==> src/rtl/hbm_pkg.sv <==
package hbm_pkg;

  typedef enum logic [2:0] {
    ST_IDLE = 3'd0,
    ST_ADDR = 3'd1,
    ST_TURN = 3'd2,
    ST_STRB = 3'd3,
    ST_HOLD = 3'd4
  } hb_state_e;

  localparam logic MODE_SHARED = 1'b0;
  localparam logic MODE_SPLIT  = 1'b1;

  // strobe length in clocks for a given wait count
  function automatic int unsigned strobe_cycles(input int unsigned ws);
    return 32'd2 + 32'd2 * ws;
  endfunction

endpackage

==> src/rtl/hbm_seq.sv <==
module hbm_seq
  import hbm_pkg::*;
#(
  parameter int WAIT_W = 2
) (
  input  logic              clk,
  input  logic              rst_n,
  input  logic              start,
  input  logic              mode_q,
  input  logic [WAIT_W-1:0] wait_q,
  output hb_state_e         state,
  output logic              last_strobe
);
  localparam int CNT_W = WAIT_W + 2;

  logic [CNT_W-1:0] cnt;
  logic [CNT_W-1:0] load_val;

  assign load_val    = CNT_W'(strobe_cycles(int'(wait_q)) - 32'd1);
  assign last_strobe = (state == ST_STRB) && (cnt == '0);

  always_ff @(posedge clk) begin
    if (!rst_n) begin
      state <= ST_IDLE;
      cnt   <= '0;
    end else begin
      case (state)
        ST_IDLE: if (start) state <= ST_ADDR;
        ST_ADDR: begin
          if (mode_q == MODE_SHARED) begin
            state <= ST_TURN;
          end else begin
            state <= ST_STRB;
            cnt   <= load_val;
          end
        end
        ST_TURN: begin
          state <= ST_STRB;
          cnt   <= load_val;
        end
        ST_STRB: begin
          if (cnt == '0) state <= ST_HOLD;
          else           cnt   <= cnt - 1'b1;
        end
        ST_HOLD: state <= ST_IDLE;
        default: state <= ST_IDLE;
      endcase
    end
  end

  AST_LAST_TO_HOLD: assert property (@(posedge clk) disable iff (!rst_n)
    last_strobe |=> state == ST_HOLD);
  AST_HOLD_TO_IDLE: assert property (@(posedge clk) disable iff (!rst_n)
    state == ST_HOLD |=> state == ST_IDLE);
  AST_ADDR_ONE_CLK: assert property (@(posedge clk) disable iff (!rst_n)
    state == ST_ADDR |=> state != ST_ADDR);

endmodule

==> src/rtl/hbm_data.sv <==
module hbm_data
  import hbm_pkg::*;
#(
  parameter int ADDR_W = 16,
  parameter int DATA_W = 16,
  parameter int WAIT_W = 2
) (
  input  logic                clk,
  input  logic                rst_n,
  input  logic                accept,
  input  logic                req_write,
  input  logic [ADDR_W-1:0]   req_addr,
  input  logic [DATA_W-1:0]   req_wdata,
  input  logic [DATA_W/8-1:0] req_be,
  input  logic                cfg_mode,
  input  logic                cfg_wide,
  input  logic [WAIT_W-1:0]   cfg_wait,
  input  logic                last_strobe,
  input  logic [DATA_W-1:0]   dq_in,
  output logic [ADDR_W-1:0]   addr_q,
  output logic [DATA_W-1:0]   wdata_q,
  output logic [DATA_W/8-1:0] be_q,
  output logic                write_q,
  output logic                mode_q,
  output logic                wide_q,
  output logic [WAIT_W-1:0]   wait_q,
  output logic [DATA_W-1:0]   rdata
);
  localparam int LANES = DATA_W / 8;

  logic capture;
  assign capture = last_strobe && !write_q;

  // keep only lane 0 in 8-bit mode
  function automatic logic [DATA_W-1:0] fit_width(input logic [DATA_W-1:0] d,
                                                  input logic wide);
    if (wide) return d;
    return {{(DATA_W-8){1'b0}}, d[7:0]};
  endfunction

  always_ff @(posedge clk) begin
    if (!rst_n) begin
      addr_q  <= '0;
      wdata_q <= '0;
      be_q    <= '0;
      write_q <= 1'b0;
      mode_q  <= MODE_SHARED;
      wide_q  <= 1'b0;
      wait_q  <= '0;
      rdata   <= '0;
    end else begin
      if (accept) begin
        addr_q  <= req_addr;
        wdata_q <= req_wdata;
        be_q    <= req_be;
        write_q <= req_write;
        mode_q  <= cfg_mode;
        wide_q  <= cfg_wide;
        wait_q  <= cfg_wait;
      end
      if (capture) rdata <= fit_width(dq_in, wide_q);
    end
  end

  if (LANES > 1) begin : g_narrow_chk
    AST_NARROW_UPPER_ZERO: assert property (@(posedge clk) disable iff (!rst_n)
      (capture && !wide_q) |=> rdata[DATA_W-1:8] == '0);
  end
  AST_RDATA_HELD: assert property (@(posedge clk) disable iff (!rst_n)
    !capture |=> $stable(rdata));
  AST_FIELDS_HELD: assert property (@(posedge clk) disable iff (!rst_n)
    !accept |=> $stable(addr_q) && $stable(write_q));

endmodule

==> src/rtl/hbm_pins.sv <==
module hbm_pins
  import hbm_pkg::*;
#(
  parameter int ADDR_W = 16,
  parameter int DATA_W = 16
) (
  input  logic                clk,
  input  logic                rst_n,
  input  hb_state_e           state,
  input  logic                mode_q,
  input  logic                wide_q,
  input  logic                write_q,
  input  logic [DATA_W/8-1:0] be_q,
  input  logic [ADDR_W-1:0]   addr_q,
  input  logic [DATA_W-1:0]   wdata_q,
  output logic                bus_ale,
  output logic                bus_cs_n,
  output logic                bus_wr_n,
  output logic                bus_rd_n,
  output logic [DATA_W/8-1:0] bus_bsel_n,
  output logic [ADDR_W-1:0]   bus_addr,
  output logic [DATA_W-1:0]   dq_out,
  output logic                dq_oe
);
  localparam int LANES = DATA_W / 8;

  logic in_strobe;
  logic addr_on_dq;
  assign in_strobe  = (state == ST_STRB);
  assign addr_on_dq = (state == ST_ADDR) && (mode_q == MODE_SHARED);

  function automatic logic [LANES-1:0] lane_sel_n(input logic active, input logic wide,
                                                  input logic wr, input logic [LANES-1:0] be);
    if (!active || !wide) return '1;
    return wr ? ~be : '0;
  endfunction

  always_comb begin
    bus_ale    = (state == ST_ADDR);
    bus_cs_n   = !in_strobe;
    bus_wr_n   = !(in_strobe && write_q);
    bus_rd_n   = !(in_strobe && !write_q);
    bus_bsel_n = lane_sel_n(in_strobe, wide_q, write_q, be_q);
    bus_addr   = addr_q;
    if (addr_on_dq) begin
      dq_out = DATA_W'(addr_q);
      dq_oe  = 1'b1;
    end else begin
      dq_out = wdata_q;
      dq_oe  = write_q && (state != ST_IDLE);
    end
  end

  AST_ALE_SINGLE: assert property (@(posedge clk) disable iff (!rst_n)
    bus_ale |=> !bus_ale);
  AST_ONE_STROBE: assert property (@(posedge clk) disable iff (!rst_n)
    !bus_cs_n |-> (bus_wr_n ^ bus_rd_n));
  AST_STROBE_IN_CS: assert property (@(posedge clk) disable iff (!rst_n)
    bus_cs_n |-> (bus_wr_n && bus_rd_n));
  AST_NARROW_BSEL: assert property (@(posedge clk) disable iff (!rst_n)
    !wide_q |-> &bus_bsel_n);
  AST_WR_DATA_HOLD: assert property (@(posedge clk) disable iff (!rst_n)
    $rose(bus_wr_n) |-> dq_oe && $stable(dq_out));
  AST_SHARED_TURN: assert property (@(posedge clk) disable iff (!rst_n)
    ($fell(bus_ale) && mode_q == MODE_SHARED) |-> bus_cs_n);

endmodule

==> src/rtl/hbus_master.sv <==
module hbus_master
  import hbm_pkg::*;
#(
  parameter int ADDR_W = 16,
  parameter int DATA_W = 16,
  parameter int WAIT_W = 2
) (
  input  logic                clk,
  input  logic                rst_n,
  input  logic                cfg_mode,
  input  logic                cfg_wide,
  input  logic [WAIT_W-1:0]   cfg_wait,
  input  logic                req_valid,
  output logic                req_ready,
  input  logic                req_write,
  input  logic [ADDR_W-1:0]   req_addr,
  input  logic [DATA_W-1:0]   req_wdata,
  input  logic [DATA_W/8-1:0] req_be,
  output logic                done,
  output logic [DATA_W-1:0]   rdata,
  output logic                bus_ale,
  output logic                bus_cs_n,
  output logic                bus_wr_n,
  output logic                bus_rd_n,
  output logic [DATA_W/8-1:0] bus_bsel_n,
  output logic [ADDR_W-1:0]   bus_addr,
  output logic [DATA_W-1:0]   dq_out,
  output logic                dq_oe,
  input  logic [DATA_W-1:0]   dq_in
);
  localparam int LANES = DATA_W / 8;
  localparam int CNT_W = WAIT_W + 2;

  hb_state_e         state;
  logic              last_strobe;
  logic              accept;
  logic [ADDR_W-1:0] addr_q;
  logic [DATA_W-1:0] wdata_q;
  logic [LANES-1:0]  be_q;
  logic              write_q, mode_q, wide_q;
  logic [WAIT_W-1:0] wait_q;

  assign req_ready = (state == ST_IDLE);
  assign accept    = req_valid && req_ready;
  assign done      = (state == ST_HOLD);

  hbm_seq #(.WAIT_W(WAIT_W)) u_seq (
    .clk(clk), .rst_n(rst_n), .start(accept), .mode_q(mode_q),
    .wait_q(wait_q), .state(state), .last_strobe(last_strobe)
  );

  hbm_data #(.ADDR_W(ADDR_W), .DATA_W(DATA_W), .WAIT_W(WAIT_W)) u_data (
    .clk(clk), .rst_n(rst_n), .accept(accept), .req_write(req_write),
    .req_addr(req_addr), .req_wdata(req_wdata), .req_be(req_be),
    .cfg_mode(cfg_mode), .cfg_wide(cfg_wide), .cfg_wait(cfg_wait),
    .last_strobe(last_strobe), .dq_in(dq_in), .addr_q(addr_q),
    .wdata_q(wdata_q), .be_q(be_q), .write_q(write_q), .mode_q(mode_q),
    .wide_q(wide_q), .wait_q(wait_q), .rdata(rdata)
  );

  hbm_pins #(.ADDR_W(ADDR_W), .DATA_W(DATA_W)) u_pins (
    .clk(clk), .rst_n(rst_n), .state(state), .mode_q(mode_q),
    .wide_q(wide_q), .write_q(write_q), .be_q(be_q), .addr_q(addr_q),
    .wdata_q(wdata_q), .bus_ale(bus_ale), .bus_cs_n(bus_cs_n),
    .bus_wr_n(bus_wr_n), .bus_rd_n(bus_rd_n), .bus_bsel_n(bus_bsel_n),
    .bus_addr(bus_addr), .dq_out(dq_out), .dq_oe(dq_oe)
  );

  // chip-select low-time counter for the width check
  logic [CNT_W-1:0] cs_run;
  always_ff @(posedge clk) begin
    if (!rst_n)         cs_run <= '0;
    else if (!bus_cs_n) cs_run <= cs_run + 1'b1;
    else                cs_run <= '0;
  end

  AST_CS_WIDTH: assert property (@(posedge clk) disable iff (!rst_n)
    $rose(bus_cs_n) |-> cs_run == CNT_W'(strobe_cycles(int'(wait_q))));
  AST_DONE_PULSE: assert property (@(posedge clk) disable iff (!rst_n)
    done |=> !done && req_ready);
  AST_NO_ACCEPT_BUSY: assert property (@(posedge clk) disable iff (!rst_n)
    !req_ready |=> !bus_ale);

endmodule

==> config.mk <==
export PLATFORM = sky130hd
export DESIGN_NAME = hbus_master
export DESIGN_NICKNAME = d
export VERILOG_FILES = /design/src/rtl/hbm_pkg.sv /design/src/rtl/hbm_seq.sv /design/src/rtl/hbm_data.sv /design/src/rtl/hbm_pins.sv /design/src/rtl/hbus_master.sv
export SDC_FILE = /design/constraint.sdc
export NUM_CORES = 1
export LEC_CHECK = 0
export ABC_AREA = 1
export BUFFER_PORTS_ARGS = -buffer_cell sky130_fd_sc_hd__buf_2
export CAP_MARGIN = 20
export CORE_AREA = 8 8 95 118
export CTS_CLUSTER_DIAMETER = 120
export DETAILED_ROUTE_END_ITERATION = 8
export DIE_AREA = 0 0 103 126
export PLACE_DENSITY = 0.57
export SETUP_SLACK_MARGIN = 0.2
export SKIP_LAST_GASP = 1
export SYNTH_ARGS = -nofsm -noshare
export SYNTH_HDL_FRONTEND = slang
export SYNTH_SLANG_ARGS = --single-unit
==> constraint.sdc <==
create_clock -name clk -period 1.4 [get_ports clk]
set_input_delay 0.28 -clock clk [delete_from_list [all_inputs] [get_ports clk]]
set_output_delay 0.28 -clock clk [all_outputs]
set_load 0.01 [all_outputs]
# Word level (Yosys, flattened, before mapping)
# Index checks and enable logic that the tools add are counted.
dict set report word_totals {
  wordCells 60
  input_bits 58
  out_inout_bits 57
  register_bits 62
}
dict set report op_classes {
  reduce_logical 19
  n_bitwise 2
  eq_ne 8
  add_sub_neg 3
  n_mux 18
}
# cell count
set op_table {}
lappend op_table {{16-bit 2-to-1 mux} 3}
lappend op_table {{3-bit case mux with 4 select lines} 1}
lappend op_table {{4-bit case mux with 3 select lines} 1}
lappend op_table {{4-bit 2-to-1 mux} 2}
lappend op_table {{4-bit by 1-bit subtractor with 4-bit output (second input constant)} 2}
lappend op_table {{1-bit logical AND} 7}
lappend op_table {{3-bit by 2-bit equality test with 1-bit output (second input constant)} 2}
lappend op_table {{1-bit 2-to-1 mux} 6}
lappend op_table {{2-bit 2-to-1 mux} 3}
lappend op_table {{3-bit 2-to-1 mux} 2}
lappend op_table {{3-bit nonzero test} 2}
lappend op_table {{1-bit zero test} 5}
lappend op_table {{2-bit by 3-bit adder with 4-bit output (first input constant)} 1}
lappend op_table {{4-bit zero test} 1}
lappend op_table {{2-bit by 1-bit inequality test with 1-bit output (second input constant)} 2}
lappend op_table {{2-bit inequality test (second input constant)} 2}
lappend op_table {{3-bit by 1-bit equality test with 1-bit output (second input constant)} 1}
lappend op_table {{3-bit equality test (second input constant)} 1}
lappend op_table {{3-bit zero test} 1}
lappend op_table {{3-bit AND reduction} 1}
lappend op_table {{2-bit NOT} 1}
lappend op_table {{2-bit AND reduction} 1}
lappend op_table {{1-bit logical OR} 1}
lappend op_table {{1-bit NOT} 1}

# Longest topological paths before layout
dict set report depth {
  depth_word 6
  depth_mapped 9
  ltp_nobuf 9
}

# Hierarchy
# Synthesis repeated with hierarchy kept, for this count alone.
dict set report hier_totals {
  hier_cells 457
  area_unflattened_um2 3111.7
}
# module cells_each area_each_um2 seq_area_each_um2 instances
set modules_own_cells {}
lappend modules_own_cells {hbm_data 290 2132.0 1101.1 1}
lappend modules_own_cells {hbm_pins 88 486.7 0.0 1}
lappend modules_own_cells {hbm_seq 72 462.9 140.1 1}
lappend modules_own_cells {hbus_master 7 30.0 0.0 1}

# Worst setup path before layout
# No wires, ideal clock.
dict set report synth_path {
  path_type {register -> output}
  startpoint {reg u_seq.state[2]}
  endpoint {out dq_out[10]}
  path_stages_with_launch 5
  arrival_ps 1148
  required_time_ps 1120
  n_path_buf 1
  path_slack_ps -28
  path_cell_list {dfxtp_1 nor2_1 nand3_2 buf_2 o21ai_0}
}
dict set report synth_via {
  elab_chain_len 3
}
# element line_no
set synth_rtl {}
lappend synth_rtl {{start: declaration} hbm_seq.sv:11} ;# output hb_state_e state,
lappend synth_rtl {{start signal: assignment} hbm_seq.sv:24} ;# state <= ST_IDLE;
lappend synth_rtl {{start signal: assignment} hbm_seq.sv:28} ;# ST_IDLE: if (start) state <= ST_ADDR;
lappend synth_rtl {{start signal: assignment} hbm_seq.sv:31} ;# state <= ST_TURN;
lappend synth_rtl {{3-bit by 1-bit equality test with 1-bit output} hbm_pins.sv:30} ;# assign addr_on_dq = (state == ST_ADDR) && (mode_q == MODE_SHARED);
lappend synth_rtl {{1-bit logical AND} hbm_pins.sv:30}
lappend synth_rtl {{16-bit 2-to-1 mux} hbm_pins.sv:45} ;# if (addr_on_dq) begin
lappend synth_rtl {{end: declaration} hbus_master.sv:27} ;# output logic [DATA_W-1:0] dq_out,
# No other way between the ends.

# Worst setup path after layout
dict set report layout_path {
  startpoint {reg u_seq.state[0]}
  endpoint {out bus_wr_n}
}
dict set report layout_via {
  elab_chain_len 3
}
# element line_no
set layout_rtl {}
lappend layout_rtl {{3-bit by 2-bit equality test with 1-bit output} hbm_pins.sv:29} ;# assign in_strobe = (state == ST_STRB);
lappend layout_rtl {{1-bit logical AND} hbm_pins.sv:41} ;# bus_wr_n = !(in_strobe && write_q);
lappend layout_rtl {{1-bit zero test} hbm_pins.sv:41}
lappend layout_rtl {{end: declaration} hbus_master.sv:23} ;# output logic bus_wr_n,
# No other way between the ends.

==> summary.txt <==
Cells and area
  • Fraction of final layout cells sized beyond drive strength 1: 0.454
  • Final #Nets: 576
  • Final instance area: 0.00439 mm2
  • Ant. Diodes: 0
  • Fin util: 0.466
  • Area Overhead vs Synth: 61.1%

Power and ir drop
  • Net switching power figure: 2.03 mW
  • Lkg Pwr: 1.94 nW
  • Cell Int Power: 4.10 mW
  • Peak supply drop: 0.736 mV
  • Seq pwr share: 0.335
  • Total Power: 6.13 mW
  • Power Density: 1400 mW/mm2
  • Share of total power in combinational logic: 0.309
  • Clock network fraction of total power: 0.356
  • Net Sw Frac: 0.332

STA
  • Tcrit/Tclk final: 1.25
  • Min Hold Slack: 0.186 ns
  • Highest attainable clock frequency: 0.573 GHz
  • Hold Vio Cnt, Final: 0
  • Headroom to the max-slew limit: 0.774
  • Worst-Margin Slew: 0.338 ns
  • Period minus WS final: 1.75 ns
  • Skew final: 0.00529 ns
  • RSZ-0062 raised after global routing: true
  • Post-route worst setup slack: -0.345 ns
  • Fin. max-slew vios: 0
  • Final setup fails: 50

Die
  • Core Box Area: 0.00941 mm2
  • Die span in x: 103 um
  • Row cnt: 40
  • Die ar.: 0.0130 mm2
  • IO Pins: 115
  • Starting Density: 0.289
  • Die Ht: 126 um

Logic synthesis
  • Post-synthesis sequential area ratio: 0.456
  • Syn nets: 437
  • Largest family of logic cells by synthesized area: simple AND/OR/NAND/NOR gates
  • Post-synthesis compound-gate area fraction: 0.145
  • Mux cell area share after synthesis: 0
  • Synth unique cells: 22
  • Syn Area/Cell: 7.22 um2
  • Syn Inst Count: 377
  • Post-Syn Area: 0.00272 mm2
  • #FFs+latches synth: 62
  • Synth Area in Simple Gates: 0.295
  • Post-synthesis xor/xnor area fraction: 0.00322
  • Fraction of the mapped netlist area in adder cells: 0.00920
  • Yosys warning count: 0

Global route
  • First-pass GRT wire length: 14.7 mm
  • Vias in the first global route: 2,968
  • Initial antenna violation count: 0
  • Pin count of the biggest net entering global routing: 25
  • GRT overflow: 0
  • Gr usage total: 0.145

Clock network
  • CTS sink cnt: 62
  • Worst-path clk slew: 0.05 ns
  • Hold Buf Count CTS: 0
  • Clock Path Buffers: 2
  • TritonCTS clock tree: yes
  • H-Tree Level Count: 3
  • CTS buffer count: 9
  • Root Driver: clkbuf_16
  • Clk_lat worst skew: 0.33 ns

Drt
  • Post-DR vias/cell: 4.66
  • Vias: 3,012
  • Drt first pass iters: 4
  • Final WL: 9.43 mm
  • DRT iter0 DRCs: 108
  • DR WL/cell: 14.6 um
  • ANT nets after route: 0
  • Drt drc: 0

Setup path
  • Cell repeated most along the worst path: buf_6
  • Crit start category: flip-flop
  • Crit path buf inv count: 5
  • Critical path arrival: 1.47 ns
  • CP max FO: 3
  • Crit-path max cell delay: 0.35 ns
  • CP endpoint kind: output port
  • Worst EP required: 1.12 ns
  • Crit path cell chain: buf_4 > buf_6 > buf_6 > nand2_4 > nor2_4 > buf_6 > nand2_2 > buf_6
  • Crit path max-delay cell type: dfxtp_4
  • WS Path Type: flip-flop to output port
  • Crit path max-delay family: buffers and inverters

Placed design
  • DP HPWL: 6.55 mm
  • DP Area: 0.00369 mm2
  • PortBufs: 114
  • Routability cong.: 0.737

Status
  • Status: finished with violations
  • Failing checks: negative setup slack

Flow run
  • Max_cap viols: 0

Hold path
  • Worst hold path class: input port to flip-flop
worst min-delay path, stage by stage:
cell and delay [ns]:
buf_2 0.08, o21ai_2 0.05, nor2_1 0.06
final cells by class:
class	instances	area (um2)
tap	126	158
multi-input combinational	259	1560
clock buffer	9	225
clock inverter	6	63.8
fill	989	5020
inverter	32	123
sequential	62	1250
timing repair buffer	152	1000
layer usage:
metal	part of all wire	global-route usage	vias to the layer above
li1	-	-	1503
met1	0.41	0.175	1395
met2	0.48	0.228	103
met3	0.096	0.0513	11
met4	0.014	0.0512	0
met5	0	0	-
stage by stage:
| step | setup WS (ns) | cells | TNS, ns |
|---|---|---|---|
| 2_1_floorplan | 0.124 | 377 | 0 |
| 3_3_place_gp | 0.0176 | 611 | 0 |
| 3_5_place_dp | -0.0461 | 611 | -0.368 |
| 4_1_cts | -0.355 | 639 | -9.02 |
| 5_1_grt | -0.423 | 646 | -20.41 |
| 6_report | -0.345 | 646 | -12.02 |
power by group through the flow:
stage	Combinational, mW	Clock, mW	Sequential (mW)
after floorplan	1.09	0	2.09
after CTS	1.82	2.24	2.05
after global placement	1.54	0	2.08
after global routing	2.09	2.31	2.08
final	1.90	2.18	2.05
after detailed placement	1.57	0	2.08
path summary, 6_finish.rpt:
path | start | end | slack (ns) | cells past startpoint
max reg2reg | u_seq.state[0] | u_data.rdata[11] | -0.27 | 12
min reg2reg | u_data.wait_q[1] | u_data.wait_q[1] | 0.46 | 2
max | u_seq.state[0] | bus_wr_n | -0.35 | 8
min | dq_in[0] | u_data.rdata[0] | 0.19 | 3
flip-flops by register name, indices dropped and copies added, names as in the netlist, 2 cells and up:
register        count
u_data.rdata       16
u_data.addr_q      16
u_data.be_q         2
u_seq.cnt           4
u_data.wdata_q     16
u_seq.state         3
u_data.wait_q       2
cells by family (layout without fill, tap and decap cells):
family | Yosys count | count (layout)
compound gates | 77 | 77
xor+xnor | 1 | 1
simple gates | 178 | 179
fa+ha+maj | 2 | 2
flops | 62 | 62
buf+inv | 57 | 199
cells in the mapped netlist:
library cell	instances	area, um2
a21oi_1	45	225
a21oi_2	2	17.5
buf_2	11	55.1
buf_4	1	7.51
buf_6	2	22.5
clkbuf_1	10	37.5
clkbuf_2	1	5.00
dfxtp_1	62	1240
ha_1	2	25.0
inv_1	31	116
inv_2	1	3.75
nand2_1	84	315
nand2_4	1	11.3
nand3_1	50	250
nand3_2	5	50.1
nand4_1	1	6.26
nor2_1	34	128
nor2_4	2	22.5
nor2_8	1	20.0
o211ai_1	1	7.51
o21ai_0	29	145
xnor2_1	1	8.76
timing repair:
action	4_1_cts	5_1_grt
pin swaps	1	7
cloned	3	0
buffers inserted	10	7
endpoints found under the setup margin	85	87
gates resized for setup	21	49
placed cells by master (no fill, tap or decap), types with 2 or more instances in the layout:
| cell type | netlist | layout |
|---|---|---|
| nand2_1 | 84 | 71 |
| nand3_2 | 5 | 4 |
| buf_4 | 1 | 19 |
| dfxtp_4 | 0 | 2 |
| o21ai_0 | 29 | 2 |
| o21ai_4 | 0 | 12 |
| nor2_1 | 34 | 29 |
| o21ai_1 | 0 | 2 |
| nand3_1 | 50 | 47 |
| a21oi_1 | 45 | 43 |
| inv_1 | 31 | 27 |
| nand2_4 | 1 | 4 |
| clkbuf_16 | 0 | 9 |
| buf_2 | 11 | 110 |
| dfxtp_1 | 62 | 59 |
| buf_12 | 0 | 4 |
| a21oi_2 | 2 | 4 |
| nand2_2 | 0 | 10 |
| nor2_4 | 2 | 5 |
| clkinvlp_4 | 0 | 2 |
| nor2_2 | 0 | 3 |
| buf_6 | 2 | 18 |
| inv_2 | 1 | 4 |
| o21ai_2 | 0 | 13 |
| nand3_4 | 0 | 4 |
| clkinv_2 | 0 | 2 |
Note: power is estimated with default switching activity, not from simulation.
